===== src/rtl/dps_pkg.sv =====
package dps_pkg;
   typedef enum logic [1:0] {
      ST_IDLE  = 2'd0,
      ST_ISSUE = 2'd1,
      ST_WAIT  = 2'd2
   } dps_state_e;
endpackage


===== src/rtl/dps_split_calc.sv =====
// Computes the first and remaining segment lengths for a request.
module dps_split_calc #(
   parameter int OFS_W      = 16,
   parameter int SECT_W     = 8,
   parameter int SECT_SHIFT = 9,
   parameter int MAX_SECT   = 64,
   parameter int BYTES_W    = 16
) (
   input  logic [SECT_W-1:0]  sectors,
   input  logic [OFS_W-1:0]   offset,
   output logic               bad,
   output logic [BYTES_W-1:0] first_bytes,
   output logic [BYTES_W-1:0] rest_bytes
);
   localparam int CW = OFS_W + 1;

   logic [CW-1:0] total_w;
   logic [CW-1:0] room_w;
   logic          fits;

   assign bad     = (sectors == '0) || (int'(sectors) > MAX_SECT);
   assign total_w = CW'(sectors) << SECT_SHIFT;
   // space left in the page: 2^OFS_W minus offset (full page when offset is 0)
   assign room_w  = {1'b1, {OFS_W{1'b0}}} - {1'b0, offset};
   assign fits    = total_w <= room_w;

   always_comb begin
      if (fits) begin
         first_bytes = BYTES_W'(total_w);
         rest_bytes  = '0;
      end else begin
         first_bytes = BYTES_W'(room_w);
         rest_bytes  = BYTES_W'(total_w - room_w);
      end
   end
endmodule


===== src/rtl/dps_addr_adv.sv =====
// Adds a segment length to the offset and carries into the page.
module dps_addr_adv #(
   parameter int PAGE_W  = 4,
   parameter int OFS_W   = 16,
   parameter int BYTES_W = 16
) (
   input  logic [PAGE_W-1:0]  page,
   input  logic [OFS_W-1:0]   offset,
   input  logic [BYTES_W-1:0] bytes,
   output logic [PAGE_W-1:0]  next_page,
   output logic [OFS_W-1:0]   next_offset
);
   logic [OFS_W:0] sum;

   assign sum         = {1'b0, offset} + (OFS_W+1)'(bytes);
   assign next_offset = sum[OFS_W-1:0];
   assign next_page   = page + PAGE_W'(sum[OFS_W]);
endmodule


===== src/rtl/dps_page_splitter.sv =====
module dps_page_splitter #(
   parameter int PAGE_W     = 4,
   parameter int OFS_W      = 16,
   parameter int SECT_W     = 8,
   parameter int SECT_SHIFT = 9,
   parameter int MAX_SECT   = 64,
   localparam int BYTES_W   = $clog2(MAX_SECT) + SECT_SHIFT + 1
) (
   input  logic               clk,
   input  logic               rst_n,
   input  logic               req_valid,
   output logic               req_ready,
   input  logic [SECT_W-1:0]  req_sectors,
   input  logic [PAGE_W-1:0]  req_page,
   input  logic [OFS_W-1:0]   req_offset,
   output logic               busy,
   output logic               err,
   output logic               seg_valid,
   input  logic               seg_ready,
   output logic [PAGE_W-1:0]  seg_page,
   output logic [OFS_W-1:0]   seg_offset,
   output logic [BYTES_W-1:0] seg_bytes,
   input  logic               seg_done,
   output logic [PAGE_W-1:0]  addr_page,
   output logic [OFS_W-1:0]   addr_offset
);
   import dps_pkg::*;

   generate
      if (BYTES_W > OFS_W) begin : g_bad_size
         $error("largest block must fit within one page width");
      end
      if ((1 << SECT_W) <= MAX_SECT) begin : g_bad_sect
         $error("SECT_W too narrow to express MAX_SECT and above");
      end
   endgenerate

   dps_state_e         state_q;
   logic [PAGE_W-1:0]  page_q;
   logic [OFS_W-1:0]   ofs_q;
   logic [BYTES_W-1:0] len_q;
   logic [BYTES_W-1:0] rest_q;
   logic               err_q;

   logic               req_bad;
   logic [BYTES_W-1:0] first_len;
   logic [BYTES_W-1:0] rest_len;
   logic [PAGE_W-1:0]  nxt_page;
   logic [OFS_W-1:0]   nxt_ofs;

   dps_split_calc #(
      .OFS_W(OFS_W), .SECT_W(SECT_W), .SECT_SHIFT(SECT_SHIFT),
      .MAX_SECT(MAX_SECT), .BYTES_W(BYTES_W)
   ) u_calc (
      .sectors(req_sectors), .offset(req_offset), .bad(req_bad),
      .first_bytes(first_len), .rest_bytes(rest_len)
   );

   dps_addr_adv #(
      .PAGE_W(PAGE_W), .OFS_W(OFS_W), .BYTES_W(BYTES_W)
   ) u_adv (
      .page(page_q), .offset(ofs_q), .bytes(len_q),
      .next_page(nxt_page), .next_offset(nxt_ofs)
   );

   always_ff @(posedge clk) begin
      if (!rst_n) begin
         state_q <= ST_IDLE;
         page_q  <= '0;
         ofs_q   <= '0;
         len_q   <= '0;
         rest_q  <= '0;
         err_q   <= 1'b0;
      end else begin
         err_q <= 1'b0;
         case (state_q)
            ST_IDLE: begin
               if (req_valid) begin
                  if (req_bad) begin
                     err_q <= 1'b1;
                  end else begin
                     page_q  <= req_page;
                     ofs_q   <= req_offset;
                     len_q   <= first_len;
                     rest_q  <= rest_len;
                     state_q <= ST_ISSUE;
                  end
               end
            end
            ST_ISSUE: begin
               if (seg_ready) state_q <= ST_WAIT;
            end
            ST_WAIT: begin
               if (seg_done) begin
                  page_q <= nxt_page;
                  ofs_q  <= nxt_ofs;
                  if (rest_q != '0) begin
                     len_q   <= rest_q;
                     rest_q  <= '0;
                     state_q <= ST_ISSUE;
                  end else begin
                     state_q <= ST_IDLE;
                  end
               end
            end
            default: state_q <= ST_IDLE;
         endcase
      end
   end

   assign busy        = (state_q != ST_IDLE);
   assign req_ready   = (state_q == ST_IDLE);
   assign err         = err_q;
   assign seg_valid   = (state_q == ST_ISSUE);
   assign seg_page    = page_q;
   assign seg_offset  = ofs_q;
   assign seg_bytes   = len_q;
   assign addr_page   = page_q;
   assign addr_offset = ofs_q;
endmodule


===== config.mk =====
export PLATFORM = sky130hd
export DESIGN_NAME = dps_page_splitter
export DESIGN_NICKNAME = d
export VERILOG_FILES = /design/src/rtl/dps_pkg.sv /design/src/rtl/dps_split_calc.sv /design/src/rtl/dps_addr_adv.sv /design/src/rtl/dps_page_splitter.sv
export SDC_FILE = /design/constraint.sdc
export NUM_CORES = 1
export LEC_CHECK = 0
export BUFFER_PORTS_ARGS = -buffer_cell sky130_fd_sc_hd__buf_2
export CORE_ASPECT_RATIO = 1.5
export CORE_MARGIN = 2
export CORE_UTILIZATION = 51
export DETAILED_ROUTE_END_ITERATION = 10
export PLACE_DENSITY = 0.88
export SETUP_SLACK_MARGIN = 0.3
export SYNTH_ARGS = -nofsm -noshare
export SYNTH_HDL_FRONTEND = slang
export SYNTH_SLANG_ARGS = --single-unit

===== constraint.sdc =====
create_clock -name clk -period 4.03 [get_ports clk]
set_clock_uncertainty 0.1 [all_clocks]
set_input_delay 0.2015 -clock clk [delete_from_list [all_inputs] [get_ports clk]]
set_output_delay 0.2015 -clock clk [all_outputs]
set_load 0.01 [all_outputs]

Yosys cells after proc, flatten, opt, wreduce, memory -nomap -nowiden
Cells that the tools add are included.
Storage, ports and cells
  word-level logic and storage cells: 56
  output and inout port bits: 60
  flip-flop bits (word level): 55
Cells by class
  multiplexer cells: 27
  reductions and logical operators: 10
  equal/unequal tests: 7
  magnitude comparators: 2
  add/sub/neg operators: 4
Operator list (count)
  16-bit two-way mux: 13
  16-bit one-hot mux with 2 select lines: 3
  16-bit by 16-bit adder with 17-bit output: 1
  17-bit <= comparator: 1
  17-bit by 16-bit subtractor with 17-bit output (first input constant): 1
  16-bit nonzero test: 1
  16-bit subtractor: 1
  4-bit two-way mux: 3
  8-bit by 7-bit > comparator with 1-bit output (second input constant): 1
  8-bit zero test: 1
  2-bit two-way mux: 4
  2-bit inequality test (second input constant): 4
  4-bit one-hot mux with 2 select lines: 1
  4-bit AND reduction: 2
  2-bit one-hot mux with 3 select lines: 1
  5-bit AND reduction: 1
  4-bit by 1-bit adder with 4-bit output: 1
  2-bit nonzero test: 2
  3-bit AND reduction: 1
  2-bit by 1-bit equality test with 1-bit output (second input constant): 1
  2-bit equality test (second input constant): 1
  2-bit zero test: 1
  1-bit two-way mux: 2
  2-bit by 1-bit inequality test with 1-bit output (second input constant): 1
  1-bit logical OR: 1

Longest topological paths before layout
Gate-level depths: netlist of run 1.
  depth in word-level cells: 6
  gate-level depth with buffers: 17

Hierarchy
Synthesis of run 1 repeated with hierarchy kept, for this count alone.
Unflattened totals
  cells, all modules: 591
  area total of the unflattened synthesis: 4850.9 sq um
By module, submodules not included
  dps_page_splitter: cells each 281, times used 1, sequential area each 1101.1 sq um, area an instance 2688.8 sq um
  dps_split_calc: cells each 194, times used 1, sequential area each 0.0 sq um, area an instance 1327.5 sq um
  dps_addr_adv: cells each 116, times used 1, sequential area each 0.0 sq um, area an instance 834.6 sq um

Least setup slack after synthesis of run 1
Ideal clock, no wire load.
  path kind: input to register
  start: in req_offset[1]
  end: reg len_q[12], in the netlist seg_bytes[12]
  stages: 16
  path buffers: 2
  library setup time: 0.120 ns
  setup slack: 0.139 ns
  arrival time: 3.671 ns
  path through: buf_2 > inv_1 > ha_1 > nor3b_4 > nand3_1 > or3_1 > xnor2_1 > ha_1 > and3b_1 > nand4_1 > o211ai_1 > maj3_1 > a2111oi_4 > buf_4 > nor3_1 > o31a_1
On the way
  cells in the longest elaborated chain, start to end: 6
RTL lines
  from (decl): RTL line dps_page_splitter.sv:15  | input logic [OFS_W-1:0] req_offset,
  17-bit by 16-bit subtractor with 17-bit output *: RTL line dps_split_calc.sv:24  | assign room_w = {1'b1, {OFS_W{1'b0}}} - {1'b0, offset};
  17-bit <= comparator: RTL line dps_split_calc.sv:25  | assign fits = total_w <= room_w;
  16-bit two-way mux *: RTL line dps_split_calc.sv:28  | if (fits) begin
  16-bit two-way mux *: RTL line dps_page_splitter.sv:79  | if (req_bad) begin
  16-bit two-way mux *: RTL line dps_page_splitter.sv:78  | if (req_valid) begin
  16-bit one-hot mux with 2 select lines *: RTL line dps_page_splitter.sv:76  | case (state_q)
  to (signal assigned): RTL line dps_page_splitter.sv:84  | len_q <= first_len;
  to (signal assigned): RTL line dps_page_splitter.sv:98  | len_q <= rest_q;
  to (decl): RTL line dps_page_splitter.sv:41  | logic [BYTES_W-1:0] len_q;
Every way passes the cells marked *; elsewhere a longest branch is shown, timed or not. The select of a mux whose other input is x is not followed.
A chain may end at the register's enable or synchronous reset.

Worst setup path in the final report of run 1
  start: in req_offset[1]
  end: reg len_q[6], in the netlist seg_bytes[6]
Same word-level chain as after synthesis.

==> impl_results.md, run 1 <==
* Mapped Area at 4470 µm²
* Commonest non-fill, non-tap cells in the layout: buf_2 (91), dfxtp_1 (55), a21oi_1 (47), nor2_1 (45), nand2_1 (35)
* Setup crit start kind: input pin
* Crit path kind: input pin to register
* Clock Sinks at 55
* Area contributors post-synth: dfxtp_1 (25%), ha_1 (7.0%), a21oi_1 (5.7%)
* Clock insertion delay at the later pin of the skew report at 300 ps
* Largest net degree at the start of global routing at 29
* Largest stage delay, worst path at 480 ps
* Crit path to: seg_bytes[6]$_SDFFE_PN0P_
* R2r endpoint: addr_page[2]$_SDFFE_PN0P_
* Final setup violation count at 0
* Wirelength per Cell at 18.8 µm
* Number of synthesized flops with an enable pin at 0
* Post-CTS Hold Buffers at 0
* Commonest non-fill, non-tap cell in the layout: buf_2
* Cell accounting for the most synthesized area: dfxtp_1
* Launch point of the worst reg-to-reg path: seg_bytes[0]$_SDFFE_PN0P_
* Via count at ~4.9k
* Total gr overflow at 0
* Pwr Density at 283 nW/µm²
* Min-delay worst type: input pin to register
* Area share of the largest cell type after synthesis at between 20 and 25%
* Adder-Cell Fraction of Synth Area at 7.90%
* Synth Area in XOR/XNOR at a little under 8%
* Placeable Area at 8460 µm²
* Clock transition at path regs at 70 ps
* Slew @ Worst Pin at 950 ps
* DRC violations left at 0
* Achievable Freq at around 270 MHz
* Placed insts at 715
* Synth Register Bits at 55
* Complex-gate fraction of the synthesized area at 25.2%
* GRT Util Overall at 27.3%
* Initial Util at a little over half
* Final Slew Violations at 0
* Remaining antenna violation count at 0
* Yosys warnings at 0
* Async SR Flop Fraction at 0%
* Area grow syn2layout at 19.4%
* Post-DP HPWL at 10000 µm
* Max IR drop VDD at 0.000206 V
* Largest family of logic cells by synthesized area: compound AO/OA/AOI/OAI gates
* Post-route setup TNS at 0 ps
* Fin crit share at 92.2%
* Layout Cells excl Fill at around 740
* R2R Setup Slk at 500 ps
* Die width at 80.4 µm
* Critical path depth in cells at 17
* Min cycle time layout at 3720 ps
* Leakage power at 2.39 nW
* Mux share of post-synthesis cell area at 1.34%
* Clk buf depth at 2
* Max-cap violation count at 0
* Critical Path AT at ~3900 ps
* Vias/cell at 6.62
* CP Buf/Inv Count at 4
* Iteration-0 DRC Markers at just under 500
* H-tree Lvls at 2
* Initial antenna violation count at 0
* Crit path from: req_offset[1]
* Ports at 93
* Std-Cell Rows at 41
* Die H at 119 µm
* Top_reg_cell synth: dfxtp_1
* GPL Wtd Cong at 0.970
* Average size of a mapped cell at 8.04 µm²
* Root Driver: clkbuf_16
* Req. time, crit path at approximately 4200 ps
* CTS Buf Count at 5
* Global-route wire length before repair at 20900 µm
* Net Count, Synth at 615
* Post-synthesis sequential area ratio at 24.6%
* First-pass DRT Iterations at 5
* Simple-gate share of the synthesized area at about a quarter
* Netlist cell types at 66
* Die area at 9540 µm²
* Vias in the first global route at 4414
* Status: complete, no violations
* Rel. slew slack at 36.6%
* Layout cells sized above 1 at 26.3%
* Final Hold Vio Count at 0
* Crit path max fanout at 6
* Delay-heaviest family, CP: simple AND/OR/NAND/NOR gates
* Cell count after synthesis at about 560
* Total wire length at around 14000 µm
* CTS tree: built
* N_diodes at 0
* RSZ-0062 raised after global routing: true
* Reg2reg path depth at 17
* Cell chain of the critical path: buf_8, buf_8, nor4_4, and2_4, nand2_4, xnor2_2, ha_1, or4b_1, or4_1, o211ai_1, a221oi_4, nor4_4, a2111oi_4, buf_6, buf_6, or4_4, a21oi_2
* Slowest cell on the critical path: or4_1
* Final net count at between 600 and 700
* I/O Buffers at 92
* Critical path endpoint category: register
==> per-layer routing <==
| metal | global-route usage (%) | up-vias | wire [µm] |
|---|---|---|---|
| met3 | 3.13 | 57 | 1040 |
| met4 | 11.5 | 0 | 574 |
| li1 | - | 2201 | - |
| met5 | 0 | - | 0 |
| met2 | 48.8 | 310 | 7090 |
| met1 | 32.1 | 2310 | 5190 |
==> cells by family after synthesis <==
logic type	count (synthesis)
AND/OR/NAND/NOR	199
AO/OA/AOI/OAI	158
buffers and inverters	71
flip-flops	55
XOR/XNOR	39
adder cells (fa/ha/maj)	28
multiplexers	6
==> worst reg2reg max path, stage by stage (launching register included) <==
cell and delay [ps]:
dfxtp_1 330, ha_1 240, fa_1 420, a21o_1 180
a21o_1 210, a21oi_2 200, o21ai_2 110, a21oi_2 170
a21oi_1 130, a21o_1 200, a21o_1 180, ha_1 200
ha_1 200, nor3b_1 140, a21oi_1 150, nor2_1 60
a21oi_1 120, nor2_1 50
==> power breakdown <==
group | switching, mW | internal [mW]
sequential | 0.0259 | 0.568
clock | 0.204 | 0.310
combinational | 0.231 | 0.172
total | 0.461 | 1.05
==> synthesized netlist by cell type (13+ instances only) <==
master,n
dfxtp_1,55
a21oi_1,51
nor2_1,45
nand2_1,36
clkbuf_1,26
ha_1,25
xnor2_1,24
buf_4,21
o21ai_0,19
nor3_1,15
xor2_1,14
a32oi_1,13
nand3_1,13
nand4_1,13
==> worst min path at each step <==
stage	start	endpoint	slack, ps	cells past startpoint
6_report	req_valid	err$_SDFF_PN0_	60	3
5_1_grt	req_valid	err$_SDFF_PN0_	80	3
4_1_cts	req_valid	err$_SDFF_PN0_	70	3
3_5_place_dp	seg_ready	state_q[1]$_SDFFE_PN0P_	370	3
3_3_place_gp	seg_ready	state_q[1]$_SDFFE_PN0P_	350	3
2_1_floorplan	req_valid	err$_SDFF_PN0_	230	2
==> through the flow <==
| stage | hold slack (ps) | instance area, µm² | utilization, % | worst slack [ps] | power [mW] |
|---|---|---|---|---|---|
| after floorplan | 227 | 4480 | - | 320 | 0.856 |
| after global placement | 349 | 4910 | 58.0 | 174 | 0.947 |
| after detailed placement | 371 | 4910 | 58.0 | 63.1 | 0.960 |
| after CTS | 66.6 | 5080 | 60.1 | 338 | 1.46 |
| after global routing | 80.3 | 5330 | 63.0 | 183 | 1.56 |
| final | 64.1 | 5330 | 63.0 | 312 | 1.51 |
==> cell type report <==
class	count	area [µm²]
Fill cell	661	3130
Inverter	11	41.3
Tap cell	107	134
Clock buffer	6	139
Clock inverter	2	35.0
Multi-Input combinational cell	430	3080
Sequential cell	55	1100
Timing Repair Buffer	126	801
==> registers in the layout (all words and copies together), names as in the netlist <==
register / count
state_q: 2
addr_page: 4
err: 1
seg_bytes: 16
rest_q: 16
addr_offset: 16
==> timing repair <==
| action | 4_1_cts | 5_1_grt |
|---|---|---|
| buffers inserted | 0 | 12 |
| setup endpoints to repair | 0 | 33 |
| gates resized for setup | 0 | 25 |
Power figures use the tool's default switching activity.
==> inputs of run 2 (changes only) <==
--- a/config.mk
+++ b/config.mk
@@ -6,11 +6,11 @@
 export NUM_CORES = 1
 export LEC_CHECK = 0
 export BUFFER_PORTS_ARGS = -buffer_cell sky130_fd_sc_hd__buf_2
-export CORE_ASPECT_RATIO = 1.5
 export CORE_MARGIN = 2
 export CORE_UTILIZATION = 51
 export DETAILED_ROUTE_END_ITERATION = 10
 export PLACE_DENSITY = 0.88
+export REMOVE_ABC_BUFFERS = 1
 export SETUP_SLACK_MARGIN = 0.3
 export SYNTH_ARGS = -nofsm -noshare
 export SYNTH_HDL_FRONTEND = slang
==> run 2 against run 1 <==
Total power decreased by 9.9%; maximum frequency increased by 3.7%; register-to-register slack got worse by 50 ps; global-route usage decreased by 0.57 points.
==> impl_results.md, run 2 (synthesis results as in run 1) <==
* Status: complete, no violations
* Clk buf depth at 2
* N_diodes at 0
* Final setup violation count at 0
* Die H at between 90 and 100 µm
* Vias/cell at 6.55
* Final Util at 59.1%
* Placeable Area at 8590 µm²
* Ports at 93
* Clock Sinks at between 50 and 60
* R2r endpoint: addr_page[2]$_SDFFE_PN0P_
* Post-route setup TNS at 0 ps
* Final Hold Vio Count at 0
* Req. time, crit path at 4130 ps
* Total wire length at 13500 µm
* Setup crit start kind: input pin
* Rel. slew slack at 36.1%
* Total power draw at 1.36 mW
* Via count at 4765
* Clock insertion delay at the later pin of the skew report at 310 ps
* Die width at 97.6 µm
* Crit path from: req_offset[1]
* Worst Hold Depth at 3
* Slew @ Worst Pin at 959 ps
* CTS tree: built
* Min-delay worst type: input pin to register
* CTS Buf Count at 5
* RSZ-0062 raised after global routing: true
* HP Start: req_valid
* Pwr Density at 268 nW/µm²
* Post-DP HPWL at 9900 µm
* Global-route wire length before repair at around 21000 µm
* R2R Setup Slk at 450 ps
* Min cycle time layout at 3590 ps
* Root Driver: clkbuf_8
* Commonest non-fill, non-tap cell in the layout: buf_2
* I/O Buffers at ~90
* Pre-CTS setup slack at 124 ps
* Max-cap violation count at 0
* Crit path max fanout at 15
* Largest net degree at the start of global routing at 33
* First-pass DRT Iterations at 6
* Achievable Freq at 279 MHz
* Leakage power at 2.27 nW
* Clock transition at path regs at approximately 110 ps
* Hold endpoint: err$_SDFF_PN0_
* Area grow syn2layout at 13.7%
* H-tree Lvls at 2
* Final net count at between 600 and 700
* Initial Util at between 50% and 60%
* Vias in the first global route at ~4.4k
* Remaining antenna violation count at 0
* GRT Util Overall at 26.8%
* Wirelength per Cell at 18.6 µm
* Critical Path AT at 3680 ps
* Launch point of the worst reg-to-reg path: addr_offset[0]$_SDFFE_PN0P_
* Commonest non-fill, non-tap cells in the layout: buf_2 (91), dfxtp_1 (55), a21oi_1 (50), nor2_1 (45), nand2_1 (35)
* Iteration-0 DRC Markers at approximately 440
* GPL Wtd Cong at 0.908
* Crit path kind: input pin to register
* Std-Cell Rows at 34
* DRC violations left at 0
* Fin crit share at 89.0%
* Critical path endpoint category: register
* Final Slew Violations at 0
* Final worst setup slack at 445 ps
* Max IR drop VDD at around 0.00017 V
* Die area at 9530 µm²
* Initial antenna violation count at 0
* Layout cells sized above 1 at a little under a quarter
* Reg2reg path depth at 17
* Total gr overflow at 0
## run 2: per-stage QoR
step | cell area (µm²) | std cells | hold slack [ps]
floorplan | 4140 | 496 | 219
global placement | 4910 | 717 | 343
detailed placement | 4910 | 717 | 353
CTS | 5020 | 725 | 27.6
global route | 5080 | 728 | 52.5
finish | 5080 | 728 | 20.9
## run 2: cell type report
cell class              count  area (µm²)
clock buffers               6        82.6
clock inverters             2        35.0
fillers                   778        3510
inverters                  11        41.3
multi-input cells         430        3030
flip-flops and latches     55        1100
well taps                 108         135
repair buffers            116         659
## run 2: how the worst max path moves through the flow
stage               slack (ps)                         to  cells after the start
floorplan                  240    rest_q[14]$_SDFFE_PN0P_                     14
global placement           240  seg_bytes[6]$_SDFFE_PN0P_                     15
CTS                        350  addr_page[2]$_SDFFE_PN0P_                     17
detailed placement         120  seg_bytes[6]$_SDFFE_PN0P_                     15
finish                     440     rest_q[1]$_SDFFE_PN0P_                     14
global route               300  seg_bytes[6]$_SDFFE_PN0P_                     15
## run 2: metal layers
metal	wire length (µm)	global-route usage (%)	vias to the layer above
li1	-	-	2174
met1	5370	33.4	2272
met4	353	9.72	0
met2	6630	46.5	275
met3	1200	4.17	44
met5	0	0	-
## run 2: repair_timing
action / CTS / global route
resized for setup: 0 / 11
hold buffers: 0 / 0
buffers inserted: 0 / 3
setup endpoints to repair: 0 / 29
## run 2: worst max-delay path, cell delays in order
cell and delay (ps):
buf_4 170, nor4_4 290, and2_4 190, nand2_2 80, xnor2_2 150, ha_1 300
or4b_1 410, or4_1 410, o211ai_1 190, and2_1 210, nand4_1 210, and2_1 460
a32oi_1 340, nor2_1 70
## run 2: where the power goes
part	internal, mW	leakage, nW	total (mW)	switching, mW
sequential	0.568	0.447	0.594	0.0257
combinational	0.151	1.76	0.376	0.225
clock	0.202	0.0612	0.392	0.190
total	0.920	2.27	1.36	0.441
==> inputs of run 3 (changes only) <==
--- a/config.mk
+++ b/config.mk
@@ -8,6 +8,7 @@
 export BUFFER_PORTS_ARGS = -buffer_cell sky130_fd_sc_hd__buf_2
 export CORE_MARGIN = 2
 export CORE_UTILIZATION = 51
+export CTS_CLUSTER_SIZE = 12
 export DETAILED_ROUTE_END_ITERATION = 10
 export PLACE_DENSITY = 0.88
 export REMOVE_ABC_BUFFERS = 1
==> constraint.sdc (replaced) <==
create_clock -name clk -period 4.03 [get_ports clk]
set_clock_uncertainty 0.1 [all_clocks]
set_input_delay 1.209 -clock clk [delete_from_list [all_inputs] [get_ports clk]]
set_output_delay 1.209 -clock clk [all_outputs]
set_load 0.01 [all_outputs]
==> run 3 against run 2 <==
The flow now finishes with violations (negative setup slack); register-to-register slack improved by 50 ps; setup slack lost 950 ps; highest routed layer unchanged; clock power fell by 10%; combinational power grew 41%; non-clock buffer count up 83; total power up 8.6%; first-iteration DRC count is 39% higher; critical path type unchanged; cell count grew 12%.
==> impl_results.md, run 3 (synthesis results as in run 1) <==
* Iteration-0 DRC Markers at approximately 610
* Clock insertion delay at the later pin of the skew report at roughly 330 ps
* Vias in the first global route at approximately 5.2k
* Min cycle time layout at 4540 ps
* Achievable Freq at 220 MHz
* Largest stage delay, worst path at 460 ps
* I/O Buffers at 92
* Slowest cell on the critical path: or4_1
* Fin area at between 6000 and 7000 µm²
* Post-CTS Hold Buffers at 0
* Combinational Power Share at 35.9%
* Crit path max fanout at 3
* Post-route setup TNS at -12270 ps
* Final Slew Violations at 0
* Req. time, crit path at approximately 4200 ps
* Critical Path AT at 4680 ps
* Final worst setup slack at -506 ps
* DRC violations left at 0
* Max-cap violation count at 0
* Placeable Area at 8590 µm²
* N_diodes at 0
* Placed Instance Area at 5340 µm²
* H-tree Lvls at 2
* First-pass DRT Iterations at 8
* Total wire length at 17400 µm
* Final Util at 71.6%
* Clk buf depth at 2
* Hold endpoint: addr_offset[9]$_SDFFE_PN0P_
* Register share of total power at 40.3%
* Area grow syn2layout at 37.8%
* Net Switching at roughly 0.51 mW
* CTS tree: built
* GPL Wtd Cong at 0.951
* Largest net degree at the start of global routing at 26
* Cell chain of the critical path: buf_8, nor4_4, and2_4, nand2_4, xnor2_2, ha_1, or4b_1, or4_1, o211ai_1, a221oi_4, nor4_4, a2111oi_4, buf_2, or4_1, a21oi_1
* Power Internal at 0.968 mW
* Final net count at 762
* Reg2reg path depth at 17
* Post-DP HPWL at 10800 µm
* Die width at 97.6 µm
* Clock transition at path regs at 110 ps
* Pre-CTS setup slack at -808 ps
* Remaining antenna violation count at 0
* Vias/cell at 6.77
* Total gr overflow at 0
* Commonest non-fill, non-tap cell in the layout: buf_2
* Commonest non-fill, non-tap cells in the layout: buf_2 (89), buf_4 (83), dfxtp_1 (55), nor2_1 (45), a21oi_1 (44)
* Leakage power at 2.79 nW
* Initial antenna violation count at 0
* Via count at 5498
* Layout Cells excl Fill at approximately 810
* Ports at 93
* Layout cells sized above 1 at 38.2%
* Fill cells at 589
* GRT Util Overall at 32.3%
* R2r endpoint: addr_page[2]$_SDFFE_PN0P_
* Worst Hold Depth at 2
* Die area at about 9500 µm²
* Launch point of the worst reg-to-reg path: seg_bytes[0]$_SDFFE_PN0P_
* Root Driver: clkbuf_8
* Setup crit start kind: input pin
* HP Start: addr_offset[9]$_SDFFE_PN0P_
* Crit path kind: input pin to register
* Placed insts at 773
* Delay-heaviest family, CP: simple AND/OR/NAND/NOR gates
* Max IR drop VDD at 0.000173 V
* Slew @ Worst Pin at 923 ps
* Initial Util at 52.0%
* Fin crit share at 113%
* Worst hold margin at 392 ps
* CP Buf/Inv Count at 2
* Die H at ~98 µm
* Switch share at 34.5%
* Clock Power Share at roughly a quarter
* Failing checks: negative setup slack
* Final setup violation count at 32
* Total power draw at approximately 1.5 mW
* Critical path endpoint category: register
* CTS Buf Count at 5
* Global-route wire length before repair at 25400 µm
* Final Hold Vio Count at 0
* Clock Sinks at 55
* Pwr Density at 240 nW/µm²
* Std-Cell Rows at 34
* RSZ-0062 raised after global routing: true
* Status: finished, violations left
* R2R Setup Slk at 500 ps
* Min-delay worst type: register to register
* Rel. slew slack at 38.5%
* Wirelength per Cell at 21.4 µm
[run 3: per-layer routing]
layer | part of all wire (%) | GRT usage [%] | up-vias
met1 | 34 | 37.7 | 2539
met3 | 11 | 6.12 | 151
met2 | 47 | 55.8 | 458
li1 | - | - | 2350
met4 | 8.2 | 16.9 | 0
met5 | 0 | 0 | -
[run 3: layout make-up]
cell class              count  area, µm²  share of cell area [%]
clock inverters             1       7.51                   0.122
well taps                 108        135                    2.20
multi-input cells         431       3300                    53.6
flip-flops and latches     55       1100                    17.9
inverters                  11       53.8                   0.874
repair buffers            199       1460                    23.7
clock buffers               7       96.3                    1.57
[run 3: power groups by stage]
stage	logic [mW]	registers, mW	clock network, mW
after global routing	0.560	0.598	0.364
after detailed placement	0.407	0.605	0
after CTS	0.470	0.593	0.342
after global placement	0.390	0.603	0
after floorplan	0.202	0.613	0
final	0.531	0.596	0.351
[run 3: tightest hold or removal path, cell delays in order (launching register included)]
cell and delay (ps):
dfxtp_1 340, nand2_1 60, a21oi_1 50
[run 3: what timing repair did]
| action | 4_1_cts | 5_1_grt |
|---|---|---|
| cloned | 3 | 1 |
| pin swaps | 41 | 32 |
| gates resized for setup | 55 | 38 |
| endpoints found under the hold margin | 0 | 0 |
| buffers inserted | 20 | 7 |
| setup endpoints to repair | 32 | 34 |
[run 3: how the worst max path moves through the flow]
stage	start	depth (start not counted)	end	slack [ps]
2_1_floorplan	req_offset[1]	14	rest_q[14]$_SDFFE_PN0P_	-760
3_3_place_gp	req_offset[0]	15	seg_bytes[6]$_SDFFE_PN0P_	-680
3_5_place_dp	req_offset[0]	15	seg_bytes[6]$_SDFFE_PN0P_	-810
4_1_cts	req_offset[4]	15	seg_bytes[6]$_SDFFE_PN0P_	-430
5_1_grt	req_offset[4]	15	seg_bytes[6]$_SDFFE_PN0P_	-600
6_report	req_offset[4]	15	seg_bytes[6]$_SDFFE_PN0P_	-510
